`src/rtl/spi_port.sv`:
```
module spi_port (
  input  logic       clk,
  input  logic       rst_n,
  input  logic       reg_wr,
  input  logic [1:0] reg_addr,
  input  logic [7:0] reg_wdata,
  output logic [7:0] reg_rdata,
  output logic       mosi_o,
  output logic       mosi_oe,
  input  logic       mosi_i,
  output logic       miso_o,
  output logic       miso_oe,
  input  logic       miso_i,
  output logic       sck_o,
  output logic       sck_oe,
  input  logic       sck_i,
  output logic       ss_o,
  output logic       ss_oe,
  input  logic       ss_i
);

  logic [7:0] ctrl, sh;
  logic [4:0] pins;
  logic       done, busy, ph, obit;
  logic [3:0] ecnt;
  logic [6:0] dcnt, half;
  logic [2:0] scnt;
  logic [2:0] sck_q;
  logic [1:0] ss_q, mosi_q;

  logic en, mst, lsbf, cpha, cpol, dbl;
  logic [1:0] rate;
  assign en   = ctrl[0];
  assign mst  = ctrl[1];
  assign lsbf = ctrl[2];
  assign cpha = ctrl[3];
  assign cpol = ctrl[4];
  assign rate = ctrl[6:5];
  assign dbl  = ctrl[7];

  always_comb begin
    case (rate)
      2'd0:    half = 7'd2;
      2'd1:    half = 7'd8;
      2'd2:    half = 7'd32;
      default: half = 7'd64;
    endcase
    if (dbl) half = half >> 1;
  end

  logic ss_s, top, din, data_wr;
  logic [7:0] shifted;
  assign ss_s    = ss_q[1];
  assign top     = lsbf ? sh[0] : sh[7];
  assign din     = mst ? miso_i : mosi_q[1];
  assign shifted = lsbf ? {din, sh[7:1]} : {sh[6:0], din};
  assign data_wr = reg_wr && (reg_addr == 2'd2);

  logic m_edge, m_sample;
  assign m_edge   = busy && (dcnt == half - 7'd1);
  assign m_sample = (ecnt[0] == cpha);

  logic s_rise, s_fall, s_lead, s_trail, s_sample, s_setup;
  assign s_rise   = sck_q[1] & ~sck_q[2];
  assign s_fall   = ~sck_q[1] & sck_q[2];
  assign s_lead   = cpol ? s_fall : s_rise;
  assign s_trail  = cpol ? s_rise : s_fall;
  assign s_sample = cpha ? s_trail : s_lead;
  assign s_setup  = cpha ? s_lead : s_trail;

  always_ff @(posedge clk or negedge rst_n) begin
    if (!rst_n) begin
      ctrl   <= 8'h00;
      pins   <= 5'h10;
      sh     <= 8'h00;
      done   <= 1'b0;
      busy   <= 1'b0;
      ph     <= 1'b0;
      obit   <= 1'b0;
      ecnt   <= 4'd0;
      dcnt   <= 7'd0;
      scnt   <= 3'd0;
      sck_q  <= 3'b000;
      ss_q   <= 2'b11;
      mosi_q <= 2'b00;
    end else begin
      sck_q  <= {sck_q[1:0], sck_i};
      ss_q   <= {ss_q[0], ss_i};
      mosi_q <= {mosi_q[0], mosi_i};
      if (reg_wr && reg_addr == 2'd0) ctrl <= reg_wdata;
      if (reg_wr && reg_addr == 2'd3) pins <= reg_wdata[4:0];
      if (data_wr && !busy) begin
        sh   <= reg_wdata;
        done <= 1'b0;
        obit <= lsbf ? reg_wdata[0] : reg_wdata[7];
        if (en && mst) begin
          busy <= 1'b1;
          ecnt <= 4'd0;
          dcnt <= 7'd0;
          ph   <= 1'b0;
        end
      end else if (en && mst) begin
        if (m_edge) begin
          dcnt <= 7'd0;
          ph   <= ~ph;
          ecnt <= ecnt + 4'd1;
          if (m_sample) sh <= shifted;
          else          obit <= top;
          if (ecnt == 4'd15) begin
            busy <= 1'b0;
            done <= 1'b1;
          end
        end else if (busy) begin
          dcnt <= dcnt + 7'd1;
        end
      end else if (en) begin
        if (ss_s) begin
          scnt <= 3'd0;
          obit <= top;
        end else if (s_sample) begin
          sh   <= shifted;
          scnt <= scnt + 3'd1;
          if (scnt == 3'd7) done <= 1'b1;
        end else if (s_setup) begin
          obit <= top;
        end
      end
      if (!en) begin
        busy <= 1'b0;
        ph   <= 1'b0;
        scnt <= 3'd0;
      end
    end
  end

  logic slave_en;
  assign slave_en = en & ~mst;

  assign mosi_o  = obit;
  assign miso_o  = obit;
  assign sck_o   = (en && mst) ? (cpol ^ ph) : cpol;
  assign ss_o    = pins[4];
  assign mosi_oe = pins[0] & ~slave_en;
  assign sck_oe  = pins[2] & ~slave_en;
  assign ss_oe   = pins[3] & ~slave_en;
  assign miso_oe = pins[1] & ~(en & mst) & ~(slave_en & ss_s);

  always_comb begin
    case (reg_addr)
      2'd0:    reg_rdata = ctrl;
      2'd1:    reg_rdata = {6'd0, busy, done};
      2'd2:    reg_rdata = sh;
      default: reg_rdata = {3'd0, pins};
    endcase
  end

endmodule

```
`config.mk`:
```
export PLATFORM = sky130hd
export DESIGN_NAME = spi_port
export DESIGN_NICKNAME = d
export VERILOG_FILES = /design/src/rtl/spi_port.sv
export SDC_FILE = /design/constraint.sdc
export NUM_CORES = 1
export LEC_CHECK = 0
export ABC_AREA = 1
export ABC_CLOCK_PERIOD_IN_PS = 2300
export CAP_MARGIN = 20
export CORE_MARGIN = 4
export CORE_UTILIZATION = 55
export CTS_CLUSTER_SIZE = 10
export DETAILED_ROUTE_END_ITERATION = 8
export HOLD_SLACK_MARGIN = 0.02
export PLACE_DENSITY = 0.87
export SLEW_MARGIN = 20
export SYNTH_ARGS = -nofsm -noshare
export SYNTH_HDL_FRONTEND = slang
export SYNTH_SLANG_ARGS = --single-unit
```
`constraint.sdc`:
```
create_clock -name clk -period 2.3 [get_ports clk]
set_input_delay 0.69 -clock clk [delete_from_list [all_inputs] [get_ports clk]]
set_output_delay 0.69 -clock clk [all_outputs]
set_load 0.01 [all_outputs]
```
==> results_dict.tcl, run 1 <==
set metrics [dict create \
    clkTransAtPathRegs_ns 0.08 \
    core_area_um2 4786 \
    die_area_um2 6203 \
    ioPinCount 33 \
    worstPathMaxFanout 5 \
    detailedRoute.firstPassIterationCount 5 \
    filler_cell_count 397 \
    tightest_slew_ns 0.5056 \
    post_drt_wl_per_cell_um 14.30 \
    cap_viol_max_count 0 \
    fin_area_um2 3342 \
    detail_route.vias_per_cell 5.519 \
    chain_of_cells_forming_the_critical_path "clkdlybuf4s15_2 > nor2_2 > buf_4 > nand2_1 > o2111ai_1 > buf_2" \
    grt_remaining_overflow 0 \
    numCtsBuffers 5 \
    critPathLaunchType "input pin" \
    detailedRoute.firstIterationViolations 207 \
    numClockSinks 46 \
    htree_levels 2 \
    gp_routability_congestion 0.8581 \
    antenna_cells_inserted 0 \
    power.density_nw_per_um2 805.9 \
    die_w_um 78.76 \
    critical_path_class "in -> out" \
    ant_nets 0 \
    final_hold_viol_count 0 \
    post_route_cells_drive_above_1_share_pct 16.87 \
    dp.cells 474 \
    final_net_count 436 \
    yosys_register_bits 46 \
    finClkSkew_ns 0.006026 \
    finalSetupViolations 0 \
    vias_in_the_first_global_route 2581 \
    cts_hold_buffers 0 \
    worst-r2r-setup-slack_ns 0.18 \
    tritoncts "yes" \
    worst_path_largest_cell_delay_ns 0.23 \
    type_of_the_most_critical_hold_path "in -> async" \
    slew_violations 0 \
    place.port_buffers 32 \
    yosysUniqueCellTypes 33 \
    synth.net_count 386 \
    timing.critical_path.max_delay_family "buffers and inverters" \
    area_post_placement_um2 3258 \
    layoutNonFillerInstCount 482 \
    fmax_mhz 437.6 \
    grt_max_degree 27 \
    cts.path.max_buffers 2 \
    area_of_combinational_cells_with_multiple_inputs_um2 1358 \
    utilization_pct 69.83 \
    initial_utilization_pct 57.54 \
    vias 2660 \
    cp.buffers_inverters 3 \
    place.detailed.hpwl_um 5223 \
    synthToLayoutAreaGrowth_pct 21.35 \
    synthesis.area_um2 2754 \
    wl_final_um 6893 \
    final.min_clock_period_ns 2.285 \
    yosysSeqAreaShare_pct 41.94 \
    slew_headroom_pct 66.30 \
    layout_worst_path_cycle_share_pct 99.37 \
    grt_setup_unrepaired "true" \
    clock-root-buffer "sky130_fd_sc_hd__clkbuf_8" \
    outcome "completed" \
    number_of_antenna_violations_at_the_first_check_in_global_routing 0 \
    grt_pass1_wl_um 11810 \
    worst-endpoint-required_ns 1.61 \
    post_synth_inst_count 364 \
    yosys_warnings 0 \
    synth_area_per_cell_um2 7.566 \
    area.sequential_um2 1157 \
    timing.critical_path.slowest_stage_cell "sky130_fd_sc_hd__clkdlybuf4s15_2" \
    row_count 25 \
    worst_setup_path_end_kind "primary output" \
    global_routing_usage_summed_across_all_routing_layers_pct 23.96 \
    chipHeight_um 78.76 \
    clock_insertion_delay_worst_skew_ns 0.30 \
    remaining_drc_errors 0 \
    static-leakage-power_nw 1.730 \
    crit_arrival_ns 1.60 \
    vdd_drop_max_uv 524.6 \
]
==> sequential cells by signal, summed over array words and instances, names as in the netlist <==
| register | cells |
|---|---|
| ctrl | 8 |
| sh | 8 |
| dcnt | 7 |
| pins | 5 |
| ecnt | 4 |
| sck_q | 3 |
| scnt | 3 |
| mosi_q | 2 |
| ss_q | 2 |
| busy | 1 |
| done | 1 |
| miso_o | 1 |
| ph | 1 |
==> path summary, 6_finish.rpt <==
check                                    start                   to  cells past startpoint
min in group clk            sck_q[0]$_DFF_PN0_   sck_q[1]$_DFF_PN0_                      0
setup reg to reg           ctrl[6]$_DFFE_PN0P_    sh[4]$_DFFE_PN0P_                     12
max in group asynchronous                rst_n    ss_q[0]$_DFF_PN1_                      2
hold reg to reg             sck_q[0]$_DFF_PN0_   sck_q[1]$_DFF_PN0_                      0
hold / removal                           rst_n  ctrl[5]$_DFFE_PN0P_                      1
setup / recovery                   reg_addr[0]         reg_rdata[1]                      6
==> repair_timing <==
| action | 4_1_cts | 5_1_grt |
|---|---|---|
| hold endpoints to repair | 0 | 0 |
| endpoints found under the setup margin | 23 | 15 |
| resized for setup | 41 | 11 |
| pin swaps | 2 | 0 |
| buffers inserted | 0 | 0 |
==> routing by layer <==
layer	vias up	part of all wire [%]	GRT usage, %
met5	-	0	0
met4	0	2.9	9.965
met3	22	7.6	4.762
met2	115	47	39.13
met1	1241	42	31.10
li1	1282	-	-
==> where the power goes <==
group	internal (mW)	leakage (nW)	switching, mW
clock network	0.243	0.0482	0.277
logic	0.423	1.11	0.585
registers	0.986	0.572	0.179
total	1.65	1.73	1.04
==> synth_stat cells, drive strengths merged <==
cell type	number	area, um^2
xor2	9	78.83
dfrtp	43	1076
nand3	23	137.6
a211oi	1	7.510
clkbuf	2	7.510
buf	8	70.06
nand4	12	75.07
nand2	117	479.2
xnor2	1	8.760
ha	5	62.56
clkinv	1	3.750
or2	1	6.260
o221ai	3	26.28
nor2	23	103.9
o211ai	7	52.55
o21ai	41	205.2
a21oi	9	45.04
o22ai	3	18.77
o31ai	2	15.01
o2111ai	1	8.760
dfstp	3	78.83
inv	49	186.4
==> cells in the final DEF, fill, tap and decap left out, types with 3 or more instances in the layout <==
cell	instances
sky130_fd_sc_hd__a21oi_1	9
sky130_fd_sc_hd__buf_2	7
sky130_fd_sc_hd__buf_4	19
sky130_fd_sc_hd__clkbuf_8	6
sky130_fd_sc_hd__clkdlybuf4s50_1	16
sky130_fd_sc_hd__dfrtp_1	41
sky130_fd_sc_hd__dfstp_2	3
sky130_fd_sc_hd__dlygate4sd2_1	3
sky130_fd_sc_hd__ha_1	4
sky130_fd_sc_hd__inv_1	40
sky130_fd_sc_hd__inv_2	8
sky130_fd_sc_hd__nand2_1	109
sky130_fd_sc_hd__nand2_2	3
sky130_fd_sc_hd__nand2_4	4
sky130_fd_sc_hd__nand3_1	20
sky130_fd_sc_hd__nand4_1	12
sky130_fd_sc_hd__nor2_1	18
sky130_fd_sc_hd__nor2_4	3
sky130_fd_sc_hd__o211ai_1	7
sky130_fd_sc_hd__o21ai_0	36
sky130_fd_sc_hd__o21ai_1	5
sky130_fd_sc_hd__o221ai_1	3
sky130_fd_sc_hd__o22ai_1	3
sky130_fd_sc_hd__xor2_1	9
==> kinds of logic (layout without fill, tap and decap cells) <==
logic type	after synthesis	after routing	share of synthesized area [%]
compound gates	67	67	13.77
fa+ha+maj	5	5	2.272
simple gates	176	176	29.12
xor+xnor	10	10	3.181
flops	46	46	41.94
buf+inv	60	111	9.723
==> area by class of cell <==
class,instances,area share [%]
clock buffer,7,2.583
inverter,50,5.691
sequential,46,34.63
multi-input combinational,258,40.62
timing repair buffer,53,13.82
clock inverter,1,0.1498
tap,67,2.508
==> through the flow <==
stage / hold slack, ns / setup slack (ns) / setup TNS [ns] / power (mW)
4_1_cts: 0.3557 / 0.002026 / 0 / 2.682
6_report: 0.3477 / 0.01460 / 0 / 2.693
3_3_place_gp: 0.3325 / -0.6232 / -8.589 / 2.152
3_5_place_dp: 0.3365 / -0.6738 / -10.55 / 2.190
2_1_floorplan: 0.3312 / 0.2779 / 0 / 1.812
5_1_grt: 0.3689 / -0.008366 / -0.008366 / 2.890
Power figures use the tool's default switching activity.
==> inputs of run 2 (changes only) <==
--- a/config.mk
+++ b/config.mk
@@ -8,13 +8,12 @@
 export ABC_AREA = 1
 export ABC_CLOCK_PERIOD_IN_PS = 2300
 export CAP_MARGIN = 20
-export CORE_MARGIN = 4
+export CORE_MARGIN = 2
 export CORE_UTILIZATION = 55
 export CTS_CLUSTER_SIZE = 10
 export DETAILED_ROUTE_END_ITERATION = 8
 export HOLD_SLACK_MARGIN = 0.02
 export PLACE_DENSITY = 0.87
-export SLEW_MARGIN = 20
 export SYNTH_ARGS = -nofsm -noshare
 export SYNTH_HDL_FRONTEND = slang
 export SYNTH_SLANG_ARGS = --single-unit
==> results_dict.tcl, run 2 (synthesis results as in run 1) <==
set metrics [dict create \
    slew_headroom_pct 66.03 \
    chipHeight_um 74.76 \
    outcome "completed" \
    worst_path_largest_cell_delay_ns 0.55 \
    slew_violations 0 \
    most-common-layout-cells "sky130_fd_sc_hd__nand2_1 (108), sky130_fd_sc_hd__inv_1 (40), sky130_fd_sc_hd__dfrtp_1 (40), sky130_fd_sc_hd__o21ai_0 (36)" \
    post_drt_wl_per_cell_um 13.63 \
    htree_levels 2 \
    initial_utilization_pct 57.54 \
    grt_setup_unrepaired "false" \
    finalSetupTns_ns 0 \
    type_of_the_most_critical_hold_path "in -> async" \
    cp.buffers_inverters 2 \
    final_common_cell "sky130_fd_sc_hd__nand2_1" \
    worstPathMaxFanout 5 \
    clock_insertion_delay_worst_skew_ns 0.31 \
    fin_area_um2 3349 \
    detail_route.vias_per_cell 5.516 \
    area.sequential_um2 1159 \
    cts.path.max_buffers 2 \
    detailedRoute.firstIterationViolations 248 \
    timing.critical_path.max_delay_family "buffers and inverters" \
    die_area_um2 5589 \
    worst_r2r_startpoint "ctrl[6]$_DFFE_PN0P_" \
    timing.critical_path.slowest_stage_cell "sky130_fd_sc_hd__clkdlybuf4s50_1" \
    global_routing_usage_summed_across_all_routing_layers_pct 25.13 \
    post_route_cells_drive_above_1_share_pct 17.55 \
    largest_regs "ctrl x8, sh x8, dcnt x7" \
    area_of_combinational_cells_with_multiple_inputs_um2 1359 \
    area_post_placement_um2 3251 \
    pre_cts_slack_ns -0.6385 \
    finClkSkew_ns 0.01150 \
    final.min_clock_period_ns 2.235 \
    tightest_slew_ns 0.5083 \
    vias_in_the_first_global_route 2400 \
    vias 2664 \
    worst_r2r_path_depth 13 \
    row_count 25 \
    layoutNonFillerInstCount 483 \
    fmax_mhz 447.4 \
    grt_remaining_overflow 0 \
    final_net_count 437 \
    wl_final_um 6585 \
    static-leakage-power_nw 1.714 \
    tritoncts "yes" \
    layout_worst_path_cycle_share_pct 97.18 \
    worst_setup_path_end_kind "primary output" \
    remaining_drc_errors 0 \
    finalSetupViolations 0 \
    chain_of_cells_forming_the_critical_path "inv_2 > nor2_4 > nor2_1 > clkdlybuf4s50_1" \
    worst-endpoint-required_ns 1.61 \
    dp.cells 473 \
    critical_path_class "reg -> out" \
    die_w_um 74.76 \
    place.detailed.hpwl_um 4955 \
    filler_cell_count 398 \
    critPathLaunchType "register" \
    clkTransAtPathRegs_ns 0.09 \
    ioPinCount 33 \
    layout_setup_ws_ns 0.06493 \
    number_of_antenna_violations_at_the_first_check_in_global_routing 0 \
    synthToLayoutAreaGrowth_pct 21.63 \
    numCtsBuffers 5 \
    core_area_um2 4786 \
    final_hold_viol_count 0 \
    detailedRoute.firstPassIterationCount 5 \
    cts_hold_buffers 0 \
    vdd_drop_max_uv 426.7 \
    grt_max_degree 27 \
    clock-root-buffer "sky130_fd_sc_hd__clkbuf_8" \
    gp_routability_congestion 0.9021 \
    crit_arrival_ns 1.55 \
    antenna_cells_inserted 0 \
    numClockSinks 46 \
    power.density_nw_per_um2 802.7 \
    worstReg2RegEnd "sh[2]$_DFFE_PN0P_" \
    ant_nets 0 \
    worst-r2r-setup-slack_ns 0.19 \
    hold_slack_ns 0.3285 \
    grt_pass1_wl_um 10590 \
    place.port_buffers 32 \
    cap_viol_max_count 0 \
]
## run 2: cell types whose count changed in the layout (fill, tap and decap cells not counted), sizes merged
cell | before | now
buf | 28 | 29
clkdlybuf4s50 | 16 | 17
dlymetal6s2s | 2 | 1
## run 2: area by class of cell
class                   count  share of cell area [%]
multi-input cells         258                   40.57
flip-flops and latches     46                   34.59
repair buffers             54                   13.93
inverters                  50                   5.678
clock buffers               7                   2.578
well taps                  67                   2.503
clock inverters             1                  0.1494
## run 2: report_power, final
| group | total (mW) | internal, mW | switching [mW] |
|---|---|---|---|
| clock network | 0.513 | 0.243 | 0.270 |
| logic | 1.01 | 0.436 | 0.574 |
| registers | 1.16 | 0.986 | 0.178 |
| total | 2.69 | 1.67 | 1.02 |
## run 2: worst reg2reg max path: stages, from the launching register on
cell	delay (ns)
sky130_fd_sc_hd__dfrtp_2	0.47
sky130_fd_sc_hd__nor2_4	0.14
sky130_fd_sc_hd__nand2_1	0.08
sky130_fd_sc_hd__ha_1	0.27
sky130_fd_sc_hd__nor2_1	0.15
sky130_fd_sc_hd__nor2_1	0.06
sky130_fd_sc_hd__nand2_1	0.05
sky130_fd_sc_hd__nand3_1	0.09
sky130_fd_sc_hd__nor2_2	0.17
sky130_fd_sc_hd__nand2_4	0.12
sky130_fd_sc_hd__nand2_8	0.12
sky130_fd_sc_hd__nand3_4	0.13
sky130_fd_sc_hd__nand2_1	0.08
sky130_fd_sc_hd__nand2_1	0.05
## run 2: layer usage
layer  global-route usage, %  part of all wire (%)  vias up
met2                   41.10                    48      121
li1                        -                     -     1284
met4                   9.127                   2.2        0
met1                   32.50                    42     1238
met5                       0                     0        -
met3                   6.292                   8.1       21
## run 2: metrics by stage
stage          util, %  total power, mW
4_1_cts          69.57            2.682
5_1_grt          69.99            2.889
3_5_place_dp     67.92            2.181
6_report         69.99            2.689
2_1_floorplan        -            1.812
3_3_place_gp     67.92            2.153
## run 2: worst max path at each step
stage | start | endpoint | slack [ns] | cells after the start
CTS | reg_addr[1] | reg_rdata[1] | -0.1 | 6
global placement | reg_addr[1] | reg_rdata[4] | -0.60 | 5
finish | ctrl[0]$_DFFE_PN0P_ | ss_oe | 0.06 | 4
detailed placement | reg_addr[1] | reg_rdata[6] | -0.64 | 7
floorplan | reg_addr[1] | reg_rdata[6] | 0.28 | 3
global route | ctrl[0]$_DFFE_PN0P_ | ss_oe | 0.007 | 4
## run 2: timing repair
| item | 4_1_cts | 5_1_grt |
|---|---|---|
| setup buffers | 0 | 2 |
| endpoints found under the setup margin | 21 | 19 |
| resized for setup | 34 | 17 |
| endpoints found under the hold margin | 0 | 0 |
| pin swaps | 0 | 1 |
| gates cloned | 0 | 0 |
==> inputs of run 3 (changes only) <==
--- a/config.mk
+++ b/config.mk
@@ -6,7 +6,7 @@
 export NUM_CORES = 1
 export LEC_CHECK = 0
 export ABC_AREA = 1
-export ABC_CLOCK_PERIOD_IN_PS = 2300
+export ABC_CLOCK_PERIOD_IN_PS = 2410
 export CAP_MARGIN = 20
 export CORE_MARGIN = 2
 export CORE_UTILIZATION = 55
==> constraint.sdc (replaced) <==
create_clock -name clk -period 2.41 [get_ports clk]
set_input_delay 0.723 -clock clk [delete_from_list [all_inputs] [get_ports clk]]
set_output_delay 0.723 -clock clk [all_outputs]
set_load 0.01 [all_outputs]
==> results_dict.tcl, run 3 (synthesis results as in run 1) <==
set metrics [dict create \
    outcome "completed" \
    vias_in_the_first_global_route 2451 \
    grt_setup_unrepaired "false" \
    finalSetupViolations 0 \
    worst_setup_path_end_kind "primary output" \
    post_drt_wl_per_cell_um 14.03 \
    static-leakage-power_nw 1.694 \
    largest_regs "ctrl x8, sh x8, dcnt x7" \
    layout_setup_ws_ns 0.06773 \
    vdd_drop_max_uv 459.6 \
    number_of_antenna_violations_at_the_first_check_in_global_routing 0 \
    final_net_count 435 \
    core_area_um2 4786 \
    clkTransAtPathRegs_ns 0.08 \
    clock-root-buffer "sky130_fd_sc_hd__clkbuf_8" \
    detail_route.vias_per_cell 5.603 \
    most-common-layout-cells "sky130_fd_sc_hd__nand2_1 (108), sky130_fd_sc_hd__inv_1 (39), sky130_fd_sc_hd__dfrtp_1 (39), sky130_fd_sc_hd__o21ai_0 (35)" \
    layoutNonFillerInstCount 481 \
    die_w_um 74.76 \
    worst-endpoint-required_ns 1.69 \
    fmax_mhz 426.9 \
    worstPathMaxFanout 4 \
    pre_cts_slack_ns -0.6368 \
    remaining_drc_errors 0 \
    grt_pass1_wl_um 11240 \
    layout_worst_path_cycle_share_pct 97.19 \
    place.detailed.hpwl_um 4956 \
    cap_viol_max_count 0 \
    die_area_um2 5589 \
    numClockSinks 46 \
    vias 2695 \
    globalRouteMet3Util_pct 5.489 \
    tightest_slew_ns 0.5025 \
    wl_final_um 6750 \
    final_common_cell "sky130_fd_sc_hd__nand2_1" \
    detailedRoute.firstPassIterationCount 5 \
    grt.busiest_layer "met2" \
    antenna_cells_inserted 0 \
    synthToLayoutAreaGrowth_pct 20.45 \
    power.density_nw_per_um2 781.4 \
    initial_utilization_pct 57.54 \
    numCtsBuffers 5 \
    detailedRoute.firstIterationViolations 209 \
    type_of_the_most_critical_hold_path "reg -> reg" \
    critPathLaunchType "input pin" \
    globalRouteMet1Util_pct 35.40 \
    row_count 25 \
    finClkSkew_ns 0.007480 \
    tritoncts "yes" \
    grt.met2_usage_pct 43.66 \
    global_routing_usage_summed_across_all_routing_layers_pct 26.83 \
    grt_max_degree 22 \
    crit_arrival_ns 1.62 \
    gp_routability_congestion 0.8717 \
    final.min_clock_period_ns 2.342 \
    dp.cells 470 \
    grt_remaining_overflow 0 \
    cts.path.max_buffers 2 \
    hold_slack_ns 0.3523 \
    final_hold_viol_count 0 \
    startpoint "reg_addr[1]" \
    place.port_buffers 32 \
    ant_nets 0 \
    worst_hold_startpoint "sck_q[0]$_DFF_PN0_" \
    clock_insertion_delay_worst_skew_ns 0.31 \
    slew_headroom_pct 66.42 \
    chipHeight_um 74.76 \
    utilization_pct 69.31 \
    ioPinCount 33 \
    slew_violations 0 \
    worst_r2r_startpoint "ctrl[5]$_DFFE_PN0P_" \
    htree_levels 2 \
    post_route_cells_drive_above_1_share_pct 18.12 \
    critical_path_class "in -> out" \
]
==> run 3: changes by cell type in the layout (fill, tap and decap cells not counted), moves of 2 or more <==
cell and delta:
sky130_fd_sc_hd__buf_12 -2, sky130_fd_sc_hd__clkdlybuf4s50_1 +2, sky130_fd_sc_hd__dlygate4sd2_1 -2, sky130_fd_sc_hd__nand2_4 +2
==> run 3: timing repair <==
item | 4_1_cts | 5_1_grt
pin swaps | 0 | 1
setup buffers | 0 | 3
setup endpoints to repair | 12 | 18
hold buffers | 0 | 0
gates resized for setup | 43 | 12
==> run 3: final cells by class <==
| class | count | area, um^2 |
|---|---|---|
| fillers | 404 | 1469 |
| multi-input cells | 258 | 1363 |
| flip-flops and latches | 46 | 1160 |
| repair buffers | 52 | 429.2 |
| inverters | 50 | 190.2 |
| clock buffers | 7 | 86.33 |
| well taps | 67 | 83.83 |
| clock inverters | 1 | 5.005 |
==> run 3: worst max-delay path, cell delays in order <==
cell                              delay [ns]
sky130_fd_sc_hd__clkdlybuf4s15_2        0.23
sky130_fd_sc_hd__nor2_2                 0.14
sky130_fd_sc_hd__inv_2                  0.08
sky130_fd_sc_hd__o221ai_2               0.18
sky130_fd_sc_hd__clkdlybuf4s15_2        0.26
==> run 3: worst paths after layout <==
check / endpoint / slack (ns) / depth (start not counted)
min: sck_q[1]$_DFF_PN0_ / 0.35 / 0
max reg2reg: sh[7]$_DFFE_PN0P_ / 0.20 / 13
max in group asynchronous: pins[4]$_DFFE_PN1P_ / 1.38 / 2
min reg2reg: sck_q[1]$_DFF_PN0_ / 0.35 / 0
max: reg_rdata[4] / 0.07 / 5
min in group asynchronous: sh[7]$_DFFE_PN0P_ / 0.36 / 1
==> run 3: per-layer routing <==
layer / wire [um] / vias to the layer above
met1: 2807 / 1260
met5: 0 / -
met2: 3210 / 135
met3: 580 / 15
li1: - / 1285
met4: 152 / 0
==> run 3: power by group <==
part / total [mW] / internal, mW / switching, mW
Sequential: 1.12 / 0.942 / 0.180
Clock: 0.498 / 0.232 / 0.266
Combinational: 0.972 / 0.412 / 0.560
==> run 3: stage by stage <==
step / area, um^2 / power, mW / setup TNS (ns)
6_report: 3317 / 2.592 / 0
5_1_grt: 3317 / 2.774 / 0
4_1_cts: 3278 / 2.559 / -0.02060
3_5_place_dp: 3203 / 2.082 / -8.349
3_3_place_gp: 3203 / 2.044 / -6.931
2_1_floorplan: 2754 / 1.729 / 0
